[src/rtl/dts_pkg.sv]
package dts_pkg;
  localparam int CODE_W   = 4;
  localparam int LEN_W    = 11;
  localparam int CODE_TOP = 10;

  typedef struct packed {
    logic rxLoad;
    logic txLoad;
    logic rdHit;
  } fieldStrobes_t;

  // Largest code a FIFO of 'depth' DWORDs supports: burst = depth >> shift.
  function automatic int maxCode(input int depth, input int shift);
    int c;
    c = $clog2(depth) - shift;
    if (c > CODE_TOP) c = CODE_TOP;
    if (c < 0) c = 0;
    return c;
  endfunction
endpackage

[src/rtl/dts_ctrl.sv]
module dts_ctrl
  import dts_pkg::*;
#(
  parameter int ADDR_W = 8,
  parameter int DATA_W = 32,
  parameter logic [ADDR_W-1:0] REG_ADDR = 8'h10,
  parameter int RX_MAX = 5,
  parameter int TX_MAX = 4
) (
  input  logic              clk,
  input  logic              rstN,
  input  logic              portStart,
  input  logic [ADDR_W-1:0] addr,
  input  logic              wrEn,
  input  logic [DATA_W-1:0] wrData,
  output fieldStrobes_t     strobes,
  output logic [CODE_W-1:0] rxNext,
  output logic [CODE_W-1:0] txNext
);
  localparam logic [CODE_W-1:0] RX_CAP = CODE_W'(RX_MAX);
  localparam logic [CODE_W-1:0] TX_CAP = CODE_W'(TX_MAX);

  logic              addrHit;
  logic              wrOk;
  logic [CODE_W-1:0] rxRaw;
  logic [CODE_W-1:0] txRaw;

  always_comb begin
    addrHit = (addr == REG_ADDR);
    wrOk    = addrHit && wrEn && !portStart;
    rxRaw   = wrData[2*CODE_W-1:CODE_W];
    txRaw   = wrData[CODE_W-1:0];
    rxNext  = (rxRaw > RX_CAP) ? RX_CAP : rxRaw;
    txNext  = (txRaw > TX_CAP) ? TX_CAP : txRaw;
    strobes.rxLoad = wrOk;
    strobes.txLoad = wrOk;
    strobes.rdHit  = addrHit;
  end

  p_no_load_started_r6: assert property (@(posedge clk) disable iff (!rstN)
    portStart |-> !(strobes.rxLoad || strobes.txLoad));

  p_rx_clamp_r4: assert property (@(posedge clk) disable iff (!rstN)
    (strobes.rxLoad && (wrData[7:4] > RX_CAP)) |-> (rxNext == RX_CAP));

  p_tx_clamp_r5: assert property (@(posedge clk) disable iff (!rstN)
    (strobes.txLoad && (wrData[3:0] > TX_CAP)) |-> (txNext == TX_CAP));
endmodule

[src/rtl/dts_datapath.sv]
module dts_datapath
  import dts_pkg::*;
#(
  parameter int DATA_W = 32,
  parameter int RX_MAX = 5,
  parameter int TX_MAX = 4
) (
  input  logic              clk,
  input  logic              rstN,
  input  logic              portStart,
  input  fieldStrobes_t     strobes,
  input  logic [CODE_W-1:0] rxNext,
  input  logic [CODE_W-1:0] txNext,
  output logic [DATA_W-1:0] rdData,
  output logic [LEN_W-1:0]  rxLenDw,
  output logic [LEN_W-1:0]  txLenDw
);
  localparam int NFIELD = 2;

  logic [CODE_W-1:0] codeQ   [NFIELD];
  logic [CODE_W-1:0] codeD   [NFIELD];
  logic              loadS   [NFIELD];
  logic [LEN_W-1:0]  lenOut  [NFIELD];

  assign codeD[0] = rxNext;
  assign codeD[1] = txNext;
  assign loadS[0] = strobes.rxLoad;
  assign loadS[1] = strobes.txLoad;

  for (genvar g = 0; g < NFIELD; g++) begin : g_field
    always_ff @(posedge clk) begin
      if (!rstN)          codeQ[g] <= '0;
      else if (loadS[g])  codeQ[g] <= codeD[g];
    end
    assign lenOut[g] = LEN_W'(1) << codeQ[g];
  end

  assign rxLenDw = lenOut[0];
  assign txLenDw = lenOut[1];

  always_comb begin
    rdData = '0;
    if (strobes.rdHit) rdData[2*CODE_W-1:0] = {codeQ[0], codeQ[1]};
  end

  p_locked_hold_r6: assert property (@(posedge clk) disable iff (!rstN)
    portStart |=> ($stable(rxLenDw) && $stable(txLenDw)));

  p_rx_cap_r10: assert property (@(posedge clk) disable iff (!rstN)
    codeQ[0] <= CODE_W'(RX_MAX));

  p_tx_cap_r10: assert property (@(posedge clk) disable iff (!rstN)
    codeQ[1] <= CODE_W'(TX_MAX));

  p_len_pow2_r3: assert property (@(posedge clk) disable iff (!rstN)
    ($countones(rxLenDw) == 1) && ($countones(txLenDw) == 1));

  p_upper_zero_r7: assert property (@(posedge clk) disable iff (!rstN)
    rdData[DATA_W-1:2*CODE_W] == '0);
endmodule

[src/rtl/dma_xfer_size_reg.sv]
module dma_xfer_size_reg
  import dts_pkg::*;
#(
  parameter int ADDR_W        = 8,
  parameter int DATA_W        = 32,
  parameter logic [ADDR_W-1:0] REG_ADDR = 8'h10,
  parameter int RX_FIFO_DEPTH = 128,
  parameter int TX_FIFO_DEPTH = 32
) (
  input  logic              clk,
  input  logic              rstN,
  input  logic              portStart,
  input  logic [ADDR_W-1:0] addr,
  input  logic              wrEn,
  input  logic [DATA_W-1:0] wrData,
  output logic [DATA_W-1:0] rdData,
  output logic [10:0]       rxLenDw,
  output logic [10:0]       txLenDw
);
  localparam int RX_MAX = maxCode(RX_FIFO_DEPTH, 2);
  localparam int TX_MAX = maxCode(TX_FIFO_DEPTH, 1);

  fieldStrobes_t     strobes;
  logic [CODE_W-1:0] rxNext;
  logic [CODE_W-1:0] txNext;

  dts_ctrl #(
    .ADDR_W(ADDR_W), .DATA_W(DATA_W), .REG_ADDR(REG_ADDR),
    .RX_MAX(RX_MAX), .TX_MAX(TX_MAX)
  ) u_ctrl (
    .clk(clk), .rstN(rstN), .portStart(portStart), .addr(addr),
    .wrEn(wrEn), .wrData(wrData), .strobes(strobes),
    .rxNext(rxNext), .txNext(txNext)
  );

  dts_datapath #(
    .DATA_W(DATA_W), .RX_MAX(RX_MAX), .TX_MAX(TX_MAX)
  ) u_dp (
    .clk(clk), .rstN(rstN), .portStart(portStart), .strobes(strobes),
    .rxNext(rxNext), .txNext(txNext), .rdData(rdData),
    .rxLenDw(rxLenDw), .txLenDw(txLenDw)
  );
endmodule

[config.mk]
export PLATFORM = sky130hd
export DESIGN_NAME = dma_xfer_size_reg
export DESIGN_NICKNAME = d
export VERILOG_FILES = /design/src/rtl/dts_pkg.sv /design/src/rtl/dts_ctrl.sv /design/src/rtl/dts_datapath.sv /design/src/rtl/dma_xfer_size_reg.sv
export SDC_FILE = /design/constraint.sdc
export NUM_CORES = 1
export LEC_CHECK = 0
export ABC_CLOCK_PERIOD_IN_PS = 3400
export BUFFER_PORTS_ARGS = -buffer_cell sky130_fd_sc_hd__buf_2
export CAP_MARGIN = 20
export CORE_UTILIZATION = 32
export DETAILED_ROUTE_END_ITERATION = 10
export HOLD_SLACK_MARGIN = 0.06
export PLACE_DENSITY = 0.79
export SETUP_SLACK_MARGIN = 0.05
export SLEW_MARGIN = 20
export SYNTH_ARGS = -nofsm -noshare
export SYNTH_HDL_FRONTEND = slang
export SYNTH_SLANG_ARGS = --single-unit
export TNS_END_PERCENT = 30
[constraint.sdc]
create_clock -name clk -period 3.4 [get_ports clk]
set_input_delay 0.51 -clock clk [delete_from_list [all_inputs] [get_ports clk]]
set_output_delay 0.51 -clock clk [all_outputs]
set_load 0.05 [all_outputs]
==> Word-level counts from Yosys, hierarchy flattened <==
Memories as Yosys holds them, arrays and structs flattened.
Cells that the tools add are included.
{ "classes": {"order_cmp": 2, "eq_ne": 1, "shift": 2, "muxes": 9, "n_bitwise": 2, "reduce_logical": 3} }
{ "ops": {"columns": ["op", "count"], "rows": [
  ["$shl 1x4->11 const A", 2],
  ["$mux 4", 4],
  ["$eq 8x5->1 const B", 1],
  ["$gt 4x3->1 const B", 2],
  ["$mux 8", 1],
  ["$mux 1", 4],
  ["$logic_and 1x1->1", 2],
  ["$or 1x1->1", 2],
  ["$logic_not 1->1", 1]
]} }
{ "word_totals": {"register_bits": 0, "ramBits": 8, "in_bits": 44, "memories": 1} }
{ "memory_table": {"columns": ["memory", "words", "word_bits", "rd", "rd_ports_with_merged_regs", "wr", "line_no", "rtl"], "rows": [
  ["u_dp.codeQ", 2, 4, 2, 0, 2, "dts_datapath.sv:20", "logic [CODE_W-1:0] codeQ [NFIELD];"]
]} }

==> Depth between registers and ports, before layout <==
Gate-level depths: netlist (run 1).
{ "logic_depth": {"depth_word": 7, "ltp_mapped": 4} }

==> Cells and area by module <==
A second synthesis (run 1) with hierarchy kept.
{ "hier_totals": {"hier_cells": 100, "area_unflattened_um2": 1134.8} }
{ "by_module_without_submodules": {"columns": ["module", "n_inst", "cells_per_inst", "area_each_um2", "seq_area_each_um2"], "rows": [
  ["dts_datapath", 1, 81, 1006.0, 240.2],
  ["dts_ctrl", 1, 19, 128.9, 0.0]
]} }

==> Worst setup path after synthesis (run 1) <==
OpenSTA, ideal clock, no wires.
{ "synth_path": {"path_kind": "input to output", "start": "input port addr[5]", "end": "output port rdData[0]", "arrival_ps": 2379, "required_time_ps": 2890, "setup_slack_ps": 511, "path_stages": 4, "n_path_buf": 2, "cell_sequence": "or4b_1 buf_2 buf_6 nor3_1"} }
{ "synth_via": {"elab_chain_cells": 2} }
{ "synth_rtl": {"columns": ["element", "line_no", "rtl"], "rows": [
  ["start: declaration", "dma_xfer_size_reg.sv:13", "input logic [ADDR_W-1:0] addr,"],
  ["$eq 8x5->1", "dts_ctrl.sv:29", "addrHit = (addr == REG_ADDR);"],
  ["$mux 8", "dts_datapath.sv:43", "if (strobes.rdHit) rdData[2*CODE_W-1:0] = {codeQ[0], codeQ[1]};"],
  ["end: declaration", "dma_xfer_size_reg.sv:16", "output logic [DATA_W-1:0] rdData,"]
]} }
No other way between the ends.

==> Worst setup path in the final report (run 1) <==
{ "layout_path": {"start": "input port addr[5]", "end": "output port rdData[7]"} }
Same word-level chain as after synthesis.

==> results_dict.tcl, run 1 <==
set metrics [dict create \
    status "completed" \
    comb_power_share_pct 39.9 \
    power_frac_seq_pct 38.6 \
    synth_cell_types 17 \
    vias_per_cell 4.43 \
    rsz0062_at_grt "no" \
    worstHoldPathType "input port to register" \
    fin_area_sq_um 995 \
    power.total_mw 0.324 \
    critPathLaunchType "input port" \
    critPathMaxStageDelay_ns 0.76 \
    slowest_stage "or4b_1" \
    io_buffers 49 \
    cts_hold_buf 0 \
    ios 98 \
    grt_overflow_total 0 \
    drt_iter0_markers 5 \
    cp_cell_sequence "buf_2 -> or4b_1 -> nor3_1 -> buf_2" \
    stdcell_count 180 \
    die-area_sq_um 2710 \
    setup_viol 0 \
    ys_ff_latch 8 \
    crit_cells 4 \
    synth_top_area_share_pct 29.9 \
    top_regs "u_dp.codeQ x8" \
    place_area_sq_um 972 \
    period_share_pct 71.9 \
    fill_cells 240 \
    min_path_cells 3 \
    die_x_um 52.1 \
    synthCells 102 \
    p_sw_share_pct 45.0 \
    die_height_um 52.1 \
    root_buffer "clkbuf_4" \
    ir_worst_vdd_uv 135 \
    layout-drive-gt1-share_pct 36.8 \
    p_switching_mw 0.146 \
    netlist_area_sq_um 803 \
    multi_input_area_sq_um 410 \
    yosysWarnings 0 \
    path_delay_family "simple AND/OR/NAND/NOR gates" \
    cts_buffers 3 \
    cp.required_ns 2.89 \
    grtUsageTotal_pct 11.4 \
    dr.pass1.iters 2 \
    crit_fanout 15 \
    cts_tree "yes" \
    synth_top_area_cell "edfxtp_1" \
    avgSynthCellArea_sq_um 7.88 \
    initial_utilization_pct 35.0 \
    ff_latch_area_sq_um 240 \
    globalplace.congestion 0.755 \
    cp_num_buf_inv 2 \
    crit_top_cell "buf_2" \
    hold_viol 0 \
    grt_max_degree 16 \
    power_density_nw_per_um2 325 \
    nets 198 \
    fin_crit_ns 2.44 \
    max_freq_mhz 409 \
    grt_pass1_vias 584 \
    cts_setup_buffers 0 \
    clock_path_buffers 2 \
    ys_seq_area_share_pct 29.9 \
    synth.area.top_cells "edfxtp_1 (30%), buf_4 (22%), nor3_1 (11%), nor4_1 (7.0%), nand2b_1 (6.2%)" \
    num_antenna_cells 0 \
    cts_resized 0 \
    htree_levels 1 \
    dp_hpwl_mm 1.29 \
    clock_sinks 8 \
    placed_cells 177 \
    core_area_sq_um 2300 \
    top_register "u_dp.codeQ" \
    clkPwrFrac_pct 21.5 \
    layout_common_cells "buf_2 (49), conb_1 (26), nor3_1 (18)" \
    hold_slack_ns 0.651 \
    criticalPathCategory "input port to primary output" \
    leakagePower_nw 0.531 \
    antenna_found_initial 0 \
    grt_pass1_wl_mm 2.30 \
    area_growth_pct 23.8 \
    finalSetupTns_ns 0 \
    final_common_cell "buf_2" \
    internal_power_mw 0.178 \
    ant_nets 0 \
    drc 0 \
    dr_total_vias 798 \
    rows 17 \
    end_kind "primary output" \
    cap_viol_max_count 0 \
    routedWlPerCell_um 8.41 \
    wirelength_mm 1.51 \
    largest_reg_flops 8 \
    clk_pin_slew_ns 0.05 \
    maxSlewViolCount 0 \
    cp.arrival_ns 1.93 \
]
[logic make-up (layout without fill, tap and decap cells)]
logic type	count (synthesis)	after routing	synth area share (%)
AO/OA/AOI/OAI	2	2	2.03
AND/OR/NAND/NOR	54	54	36.9
flip-flops	8	8	29.9
buffers and inverters	37	62	30.7
other	1	26	0.467
[worst paths after layout]
| path | from | to |
|---|---|---|
| min | wrData[6] | u_dp.codeQ[0][1] |
| max | addr[5] | rdData[7] |
[Yosys cell counts]
library cell and number:
a211oi_1 1, buf_2 2, buf_4 24, buf_6 2, conb_1 1, edfxtp_1 8, inv_1 9, nand2_1 2
nand2b_1 8, nand3b_1 1, nor2_1 11, nor3_1 18, nor4_1 9, o41ai_1 1, or3b_2 3, or4_1 1
or4b_1 1
[metal layers]
layer / part of all wire (%) / wire, um / track usage [%]
met4: 0.99 / 15 / 5.41
met5: 0 / 0 / 0
met3: 9.3 / 141 / 2.05
met2: 50 / 749 / 19.7
met1: 40 / 607 / 13.4
[through the flow]
stage	setup WS, ns	util [%]
after floorplan	0.511	-
after global placement	0.939	42.3
after detailed placement	0.936	42.3
after CTS	0.933	43.3
after global routing	0.863	43.3
final	0.955	43.3
[area by class of cell]
cell class / count / share of cell area, %
Clock buffer: 3 / 2.26
Sequential cell: 8 / 24.2
Tap cell: 28 / 3.52
Inverter: 9 / 3.40
Multi-Input combinational cell: 82 / 41.3
Timing Repair Buffer: 50 / 25.4
[tightest hold or removal path, delay by kind of cell]
family | cells | cell delay (ns)
simple gates | 2 | 0.13
buf+inv | 1 | 0.09
[power by group through the flow]
stage | registers, mW | logic [mW] | clock network [mW]
finish | 0.125 | 0.129 | 0.0697
floorplan | 0.124 | 0.130 | 0
global placement | 0.127 | 0.128 | 0
global route | 0.127 | 0.138 | 0.0755
CTS | 0.125 | 0.129 | 0.0702
detailed placement | 0.127 | 0.129 | 0
Power figures use the tool's default switching activity.
==> run 2, diff against run 1 <==
--- a/config.mk
+++ b/config.mk
@@ -5,13 +5,14 @@
 export SDC_FILE = /design/constraint.sdc
 export NUM_CORES = 1
 export LEC_CHECK = 0
-export ABC_CLOCK_PERIOD_IN_PS = 3400
+export ABC_AREA = 1
+export ABC_CLOCK_PERIOD_IN_PS = 2400
 export BUFFER_PORTS_ARGS = -buffer_cell sky130_fd_sc_hd__buf_2
 export CAP_MARGIN = 20
 export CORE_UTILIZATION = 32
 export DETAILED_ROUTE_END_ITERATION = 10
 export HOLD_SLACK_MARGIN = 0.06
-export PLACE_DENSITY = 0.79
+export PLACE_DENSITY = 0.81
 export SETUP_SLACK_MARGIN = 0.05
 export SLEW_MARGIN = 20
 export SYNTH_ARGS = -nofsm -noshare
==> constraint.sdc (replaced) <==
create_clock -name clk -period 2.4 [get_ports clk]
set_input_delay 0.36 -clock clk [delete_from_list [all_inputs] [get_ports clk]]
set_output_delay 0.36 -clock clk [all_outputs]
set_load 0.05 [all_outputs]
==> results_dict.tcl, run 2 <==
set metrics [dict create \
    status "completed" \
    crit_cells 7 \
    max_freq_mhz 624 \
    cts_buffers 3 \
    grt_max_degree 9 \
    clk_pin_slew_ns 0.05 \
    dr_total_vias 745 \
    fin_crit_ns 1.60 \
    cts_hold_buf 0 \
    post-synth-top-count-cell "nor2_1" \
    crit_path_start "addr[3]" \
    leakagePower_nw 0.607 \
    timing.final.ws_setup_ns 0.799 \
    die_height_um 51.0 \
    cts_resized 0 \
    final_common_cell "buf_2" \
    rsz0062_at_grt "no" \
    slowest_stage "buf_2" \
    antenna_found_initial 0 \
    grt_pass1_wl_mm 2.25 \
    async_flop_share_pct 0 \
    grt_pass1_vias 600 \
    grtUsageTotal_pct 11.2 \
    netlist_area_sq_um 768 \
    cts_setup_buffers 0 \
    io_buffers 49 \
    die_x_um 51.0 \
    rows 17 \
    initial_utilization_pct 34.4 \
    layout-drive-gt1-share_pct 34.9 \
    ys_seq_area_share_pct 31.3 \
    root_buffer "clkbuf_4" \
    ant_nets 0 \
    power_density_nw_per_um2 458 \
    fill_cells 255 \
    synth_top_area_cell "edfxtp_1" \
    grt_overflow_total 0 \
    critPathMaxStageDelay_ns 0.26 \
    cp.arrival_ns 1.24 \
    num_antenna_cells 0 \
    drc 0 \
    clock_sinks 8 \
    synth_cell_types 12 \
    cap_viol_max_count 0 \
    end_kind "primary output" \
    area_growth_pct 28.2 \
    maxSlewViolCount 0 \
    wirelength_mm 1.39 \
    critPathLaunchType "input port" \
    cp_cell_sequence "buf_2 -> nor2_1 -> nand2_1 -> nor2_4 -> inv_2 -> nor2_1 -> buf_2" \
    period_share_pct 66.7 \
    ir_worst_vdd_uv 149 \
    synth_edf_count 8 \
    synth_common_cells "nor2_1 (43), buf_4 (24), nand2_1 (19)" \
    yosysWarnings 0 \
    die-area_sq_um 2600 \
    top_regs "u_dp.codeQ x8" \
    criticalPathCategory "input port to primary output" \
    ys_ff_latch 8 \
    nets 215 \
    top_register "u_dp.codeQ" \
    core_area_sq_um 2230 \
    synth.area.top_cells "edfxtp_1 (31%), buf_4 (23%), nor2_1 (21%), nand2_1 (9.3%), inv_1 (6.4%)" \
    vias_per_cell 3.78 \
    endpoint "rdData[2]" \
    clock_path_buffers 2 \
    layout_common_cells "buf_2 (49), nor2_1 (43), conb_1 (26)" \
    avgSynthCellArea_sq_um 6.62 \
    dp_hpwl_mm 1.23 \
    place_ws_ns 0.786 \
    postLayoutCoreUtil_pct 44.1 \
    path_delay_family "buffers and inverters" \
    cts_tree "yes" \
    synthCells 116 \
    ios 98 \
    cp_num_buf_inv 3 \
    hold_viol 0 \
    dr.pass1.iters 4 \
    routedWlPerCell_um 7.04 \
    setup_viol 0 \
    globalplace.congestion 0.732 \
    synth_top_area_share_pct 31.3 \
    worstHoldPathType "input port to register" \
    synth_ff_type "edfxtp_1" \
    finalSetupTns_ns 0 \
    largest_reg_flops 8 \
    crit_fanout 8 \
    htree_levels 1 \
    drt_iter0_markers 22 \
    cp.required_ns 2.04 \
]
run 2: cell types whose count changed in the layout (fill, tap and decap cells not counted), sizes merged, moves of 2 or more:
cell and change:
nand3 +2, nor4 -9, nand2 +17, nand2b -8, nor3 -18, inv +5
nor2 +35, or3b -3
run 2: per-layer routing:
layer  GRT usage [%]  wire length [um]  up-vias
li1                -                 -      402
met1            13.1               612      298
met2            19.5               651       45
met3           0.298               122        0
met4            7.87                 0        0
met5               0                 0        -
run 2: worst min-delay path, delay by kind of cell:
kind	cells	cell delay, ns
buf+inv	2	0.13
simple gates	1	0.08
run 2: cells by family (layout without fill, tap and decap cells):
| family | Yosys count | count (layout) | share of synthesized area, % |
|---|---|---|---|
| and+or+nand+nor | 68 | 68 | 36.8 |
| buffers and inverters | 38 | 66 | 30.3 |
| DFF | 8 | 8 | 31.3 |
| other | 1 | 26 | 0.488 |
| AOI/OAI and AO/OA | 1 | 1 | 1.14 |
run 2: power breakdown:
part	leakage, nW	internal [mW]	switching, mW
sequential	0.0765	0.163	0.00462
clock	0.0138	0.0567	0.0388
combinational	0.517	0.0287	0.159
run 2: area by class of cell:
type / count / area (sq um) / area share [%]
flip-flops and latches: 8 / 240 / 24.4
multi-input cells: 95 / 389 / 39.5
inverters: 14 / 52.6 / 5.34
repair buffers: 49 / 245 / 24.9
well taps: 28 / 35.0 / 3.56
clock buffers: 3 / 22.5 / 2.29
run 2: per-stage QoR:
stage / hold WS, ns / power, mW / instance area, sq um / std cells
final: 0.436 / 0.451 / 985 / 197
after global routing: 0.452 / 0.477 / 985 / 197
after CTS: 0.427 / 0.454 / 985 / 197
after detailed placement: 0.683 / 0.357 / 962 / 194
after global placement: 0.684 / 0.355 / 962 / 194
after floorplan: 0.568 / 0.354 / 862 / 141
run 2: worst min path at each step:
stage	from	end	slack (ns)	depth (start not counted)
floorplan	wrData[0]	u_dp.codeQ[1][0]	0.57	2
global placement	wrData[0]	u_dp.codeQ[1][0]	0.68	3
detailed placement	wrData[0]	u_dp.codeQ[1][0]	0.68	3
CTS	wrData[0]	u_dp.codeQ[1][0]	0.43	3
global route	wrData[0]	u_dp.codeQ[1][0]	0.45	3
finish	wrData[0]	u_dp.codeQ[1][0]	0.44	3
